$ cat src/rtl/useq_pkg.sv
package useq_pkg;
  // strobes from control to datapath, one retire decision per cycle
  typedef struct packed {
    logic advPc;     // architectural PC moves on
    logic advUpc;    // micro-PC steps
    logic clrUpc;    // micro-op state returns to index 0
    logic firstUop;  // the stepping micro-op is index 0 of a new macro-op
  } seqStrobe_t;
endpackage

$ cat src/rtl/useq_ctrl.sv
module useq_ctrl
  import useq_pkg::*;
(
  input  logic       clk,
  input  logic       rst,
  input  logic       decMacro,
  input  logic       decLast,
  input  logic       fault,
  input  logic       retire,
  output seqStrobe_t st,
  output logic       inMacro,
  output logic       faultTaken
);
  logic inMacroQ;
  logic curIsMacro;
  logic goodRetire;

  // while a macro-op runs, no new decode is taken: decMacro is ignored
  assign curIsMacro = inMacroQ | decMacro;
  assign goodRetire = retire & ~fault;
  assign faultTaken = retire & fault;

  always_comb begin
    st          = '0;
    st.firstUop = ~inMacroQ;
    if (goodRetire) begin
      // the last-micro-op flag wins over the micro-PC step
      st.advPc  = ~curIsMacro | decLast;
      st.clrUpc = curIsMacro & decLast;
      st.advUpc = curIsMacro & ~decLast;
    end
  end

  always_ff @(posedge clk) begin
    if (rst)             inMacroQ <= 1'b0;
    else if (goodRetire) inMacroQ <= curIsMacro & ~decLast;
  end

  assign inMacro = inMacroQ;

  assert_macro_exit_R5: assert property (@(posedge clk) disable iff (rst)
    (inMacroQ && goodRetire && decLast) |=> !inMacroQ);
  assert_single_uop_R6: assert property (@(posedge clk) disable iff (rst)
    (!inMacroQ && decMacro && decLast && goodRetire) |=> !inMacroQ);
  assert_fault_keeps_state_R7: assert property (@(posedge clk) disable iff (rst)
    (retire && fault) |=> $stable(inMacroQ));
  assert_idle_hold_R8: assert property (@(posedge clk) disable iff (rst)
    !retire |=> $stable(inMacroQ));
  assert_macro_enter_R3: assert property (@(posedge clk) disable iff (rst)
    (!inMacroQ && decMacro && !decLast && goodRetire) |=> inMacroQ);
endmodule

$ cat src/rtl/useq_dpath.sv
module useq_dpath
  import useq_pkg::*;
#(
  parameter int PC_W       = 32,
  parameter int UPC_W      = 8,
  parameter int INSN_BYTES = 4,
  parameter bit DELAY_SLOT = 1'b0,
  parameter logic [PC_W-1:0] RESET_VEC = 32'h0000_1000
) (
  input  logic             clk,
  input  logic             rst,
  input  seqStrobe_t       st,
  output logic [PC_W-1:0]  pc,
  output logic [UPC_W-1:0] upc
);
  localparam logic [PC_W-1:0]  STEP    = PC_W'(INSN_BYTES);
  localparam logic [UPC_W-1:0] UPC_ONE = UPC_W'(1);

  logic [PC_W-1:0]  pcQ, npcQ;
  logic [UPC_W-1:0] upcQ, nupcQ, upcBase;

  // a fresh macro-op is already executing index 0, so its step goes to 1
  assign upcBase = st.firstUop ? UPC_ONE : nupcQ;

  always_ff @(posedge clk) begin
    if (rst || st.clrUpc) begin
      upcQ  <= '0;
      nupcQ <= '0;
    end else if (st.advUpc) begin
      upcQ  <= upcBase;
      nupcQ <= upcBase + UPC_ONE;
    end
  end

  generate
    if (DELAY_SLOT) begin : g_delay
      logic [PC_W-1:0] nnpcQ;
      always_ff @(posedge clk) begin
        if (rst) begin
          pcQ   <= RESET_VEC;
          npcQ  <= RESET_VEC + STEP;
          nnpcQ <= RESET_VEC + STEP + STEP;
        end else if (st.advPc) begin
          pcQ   <= npcQ;
          npcQ  <= nnpcQ;
          nnpcQ <= nnpcQ + STEP;
        end
      end
      assert_next_pcs_differ_R9: assert property (@(posedge clk) disable iff (rst)
        npcQ != nnpcQ);
    end else begin : g_plain
      always_ff @(posedge clk) begin
        if (rst) begin
          pcQ  <= RESET_VEC;
          npcQ <= RESET_VEC + STEP;
        end else if (st.advPc) begin
          pcQ  <= npcQ;
          npcQ <= npcQ + STEP;
        end
      end
    end
  endgenerate

  assign pc  = pcQ;
  assign upc = upcQ;

  assert_pc_frozen_R4: assert property (@(posedge clk) disable iff (rst)
    !st.advPc |=> $stable(pcQ));
  assert_pc_step_R2: assert property (@(posedge clk) disable iff (rst)
    st.advPc |=> (pcQ == $past(npcQ)));
  assert_upc_clear_R5: assert property (@(posedge clk) disable iff (rst)
    st.clrUpc |=> (upcQ == '0 && nupcQ == '0));
  assert_nupc_ahead_R4: assert property (@(posedge clk) disable iff (rst)
    (upcQ != '0) |-> (nupcQ == upcQ + UPC_ONE));
endmodule

$ cat src/rtl/uop_sequencer.sv
module uop_sequencer
  import useq_pkg::*;
#(
  parameter int PC_W       = 32,
  parameter int UPC_W      = 8,
  parameter int INSN_BYTES = 4,
  parameter bit DELAY_SLOT = 1'b0,
  parameter logic [PC_W-1:0] RESET_VEC = 32'h0000_1000
) (
  input  logic             clk,
  input  logic             rst,
  input  logic             decMacro,
  input  logic             decLast,
  input  logic             fault,
  input  logic             retire,
  output logic [PC_W-1:0]  pc,
  output logic [UPC_W-1:0] upc,
  output logic             inMacro,
  output logic             faultTaken
);
  seqStrobe_t st;

  useq_ctrl u_ctrl (
    .clk        (clk),
    .rst        (rst),
    .decMacro   (decMacro),
    .decLast    (decLast),
    .fault      (fault),
    .retire     (retire),
    .st         (st),
    .inMacro    (inMacro),
    .faultTaken (faultTaken)
  );

  useq_dpath #(
    .PC_W       (PC_W),
    .UPC_W      (UPC_W),
    .INSN_BYTES (INSN_BYTES),
    .DELAY_SLOT (DELAY_SLOT),
    .RESET_VEC  (RESET_VEC)
  ) u_dpath (
    .clk (clk),
    .rst (rst),
    .st  (st),
    .pc  (pc),
    .upc (upc)
  );
endmodule

$ cat config.mk
export PLATFORM = sky130hd
export DESIGN_NAME = uop_sequencer
export DESIGN_NICKNAME = d
export VERILOG_FILES = /design/src/rtl/useq_pkg.sv /design/src/rtl/useq_ctrl.sv /design/src/rtl/useq_dpath.sv /design/src/rtl/uop_sequencer.sv
export SDC_FILE = /design/constraint.sdc
export NUM_CORES = 1
export LEC_CHECK = 0
export ABC_CLOCK_PERIOD_IN_PS = 5200
export BUFFER_PORTS_ARGS = -buffer_cell sky130_fd_sc_hd__buf_4
export CORE_MARGIN = 3
export CORE_UTILIZATION = 55
export CTS_BUF_LIST = sky130_fd_sc_hd__clkbuf_4 sky130_fd_sc_hd__clkbuf_8
export CTS_CLUSTER_SIZE = 14
export DETAILED_ROUTE_END_ITERATION = 10
export PLACE_DENSITY = 0.77
export SLEW_MARGIN = 0
export SYNTH_ARGS = -nofsm -noshare
export SYNTH_HDL_FRONTEND = slang
export SYNTH_SLANG_ARGS = --single-unit
$ cat constraint.sdc
create_clock -name clk -period 5.2 [get_ports clk]
set_clock_uncertainty 0.05 [all_clocks]
set_input_delay 0 -clock clk [delete_from_list [all_inputs] [get_ports clk]]
set_output_delay 0 -clock clk [all_outputs]
set_load 0.1 [all_outputs]
==> impl_metrics.env <==
export IMPL_vdd_drop_max_uv=199
export IMPL_fp_dieH_microns=84.7
export IMPL_final_common_cell="nand2_1"
export IMPL_hold_viol_final=0
export IMPL_hold_path_class="in2reg"
export IMPL_dieArea_sq_um=7170
export IMPL_ctsHoldBuffers=0
export IMPL_firstDrtPassIters=5
export IMPL_layout_common_cells="nand2_1 (84), dfxtp_1 (77), a21oi_1 (55)"
export IMPL_clkPwrFrac_pct=38.7
export IMPL_root_buffer="clkbuf_8"
export IMPL_dpl_hpwl_mm=4.67
export IMPL_nFillCells=535
export IMPL_cp_max_fo=21
export IMPL_via_count=2955
export IMPL_wire_per_inst_microns=13.5
export IMPL_worstSetupPathType="reg2reg"
export IMPL_antenna_found_initial=0
export IMPL_io_pins=48
export IMPL_swShare_pct=25.2
export IMPL_portBuffers=45
export IMPL_crit_path_end_kind="flop"
export IMPL_htreeDepth=3
export IMPL_seq_area_frac_synth_pct=45.3
export IMPL_tightestPinTransition_ns=1.09
export IMPL_ys_top_cells_by_area="dfxtp_1 (45%), nand2_1 (9.3%), a21oi_1 (8.1%), nor2_1 (2.6%), nand3_1 (2.5%)"
export IMPL_crit_chain="o21bai_2 > and2_0 > buf_4 > nand2_1 > a21o_1"
export IMPL_synth_warnings=0
export IMPL_wirelength_mm=6.99
export IMPL_rsz0062_at_grt="false"
export IMPL_syn_avg_cell_area_sq_um=8.32
export IMPL_vias_per_cell=5.70
export IMPL_status="finished, final reports clean"
export IMPL_cts_tree="built"
export IMPL_worstPathRequired_ns=5.39
export IMPL_power_frac_comb_pct=6.4
export IMPL_first_global_vias=2672
export IMPL_synthArstFlopShare_pct=0
export IMPL_antenna_cells=0
export IMPL_syn_to_final_growth_pct=13.4
export IMPL_post_cts_buffers=0
export IMPL_drt_iter0_drc=205
export IMPL_p_int_mw=0.816
export IMPL_final_min_clock_period_ns=2.57
export IMPL_seqPwrFrac_pct=54.8
export IMPL_ys_seq_elements=77
export IMPL_final_nets=447
export IMPL_slew_headroom_pct=27.0
export IMPL_grt_max_degree=70
export IMPL_cts_made_buffers=9
export IMPL_yosysTopAreaCell="dfxtp_1"
export IMPL_ctsResizeCount=0
export IMPL_ant_nets=0
export IMPL_crit_path_max_incr_delay_ns=0.71
export IMPL_syn_cell_area_sq_um=3400
export IMPL_clkLatencyLatePin_ns=0.34
export IMPL_grt_overflow=0
export IMPL_grt_first_pass_wirelength_mm=12.2
export IMPL_yosysTopAreaCellShare_pct=45.3
export IMPL_cts_sink_count=77
export IMPL_drv_cap=0
export IMPL_fp_coreArea_sq_um=5960
export IMPL_drcViolationCount=0
export IMPL_p_sw_mw=0.275
export IMPL_place_congestion=0.833
export IMPL_p_leak_nw=1.32
export IMPL_die_x_microns=84.7
export IMPL_fin_util_pct=64.8
export IMPL_powerDensity_nw_per_um2=283
export IMPL_cts_buffer_depth=2
export IMPL_max_freq_mhz=389
export IMPL_start_kind="flop"
export IMPL_final_layout_size_suffix_gt1_share_pct=17.6
export IMPL_period_share_pct=49.4
export IMPL_postSynthCellCount=409
export IMPL_synth_edf_count=0
export IMPL_ys_types=47
export IMPL_arrival_ns=2.76
export IMPL_cpMaxStageDelayCell="and2_0"
export IMPL_initial_core_util_pct=57.1
export IMPL_totalPowerFinal_mw=1.09
export IMPL_synth_ff_type="dfxtp_1"
export IMPL_grt_usage_pct=20.3
export IMPL_setup_violations=0
export IMPL_finalSetupTns_ns=0
export IMPL_row_count=28
export IMPL_clkTransAtPathRegs_ns=0.08
export IMPL_drv_slew=0
## worst paths after layout
path / from / end / slack (ns) / cells past startpoint
worst max-delay path: u_ctrl.inMacro$_SDFFE_PP0P_ / u_dpath.npcQ[2]$_SDFFE_PP1P_ / 2.63 / 5
worst max register to register: u_ctrl.inMacro$_SDFFE_PP0P_ / u_dpath.npcQ[2]$_SDFFE_PP1P_ / 2.63 / 5
worst min register to register: u_dpath.upc[3]$_SDFFE_PP0P_ / u_dpath.upc[3]$_SDFFE_PP0P_ / 0.41 / 2
worst min-delay path: fault / u_dpath.npcQ[4]$_SDFFE_PP0P_ / 0.04 / 5
## worst max-delay path: cells and delay by family (launching register included)
kind,cells,cell delay [ns]
simple gates,2,0.80
flops,1,0.53
buf+inv,1,0.34
compound gates,2,0.74
## cell type report
type                       instances  area, sq um  share of cell area (%)
multi-input combinational        301         1680                    43.5
clock inverter                     3         20.0                   0.519
timing repair buffer              46          345                    8.95
inverter                           4         15.0                   0.389
sequential                        77         1540                    39.9
clock buffer                      12          165                    4.28
tap                               75         93.8                    2.43
## power by group through the flow
stage               Clock [mW]  Combinational (mW)  Sequential, mW
detailed placement           0              0.0703           0.612
CTS                      0.429              0.0705           0.598
finish                   0.422              0.0701           0.598
global route             0.459              0.0756           0.599
floorplan                    0              0.0473           0.623
global placement             0              0.0691           0.611
## state kept, by name, summed over array words and instances, names as in the netlist
signal / cells
u_dpath.nupcQ: 8
u_dpath.pc: 30
u_dpath.upc: 8
u_ctrl.inMacro: 1
u_dpath.npcQ: 30
## cell families after synthesis
logic type                 Yosys count  synth area share, %
AOI/OAI and AO/OA                   83                 13.9
xor gates and xnor gates             8                 2.06
adders and majority gates            2                0.735
buffers and inverters               32                 5.51
DFF                                 77                 45.3
muxes                                7                 2.32
other                                1                0.110
and+or+nand+nor                    199                 30.1
## metrics by stage
stage	area, sq um	std cells	setup slack, ns	hold WS [ns]
CTS	3860	518	2.62	0.0247
detailed placement	3670	503	2.63	0.382
global placement	3670	503	2.74	0.384
finish	3860	518	2.63	0.0386
floorplan	3410	410	2.59	0.194
global route	3860	518	2.42	0.0590
## routing by layer
metal,up-vias,routed length [microns],global-route usage [%],part of all wire (%)
met4,0,59,6.19,0.84
met1,1368,3260,27.0,47
met3,6,389,5.00,5.6
met5,-,0,0,0
li1,1498,-,-,-
met2,83,3280,32.7,47
## Yosys cell counts (3+ instances only)
cell type / instances
nand4_1: 11
buf_2: 7
and4_1: 4
nor4_1: 10
inv_1: 4
nand3_1: 17
buf_1: 3
nor2b_1: 9
or4_1: 9
o31ai_1: 9
dfxtp_1: 77
or3_1: 7
mux2_2: 7
nor3_1: 4
nand2_1: 84
nand2b_1: 3
clkbuf_1: 10
o21ai_0: 9
a21oi_1: 55
xor2_1: 8
nor2_1: 24
buf_6: 3
(Power assumes the default switching activity.)
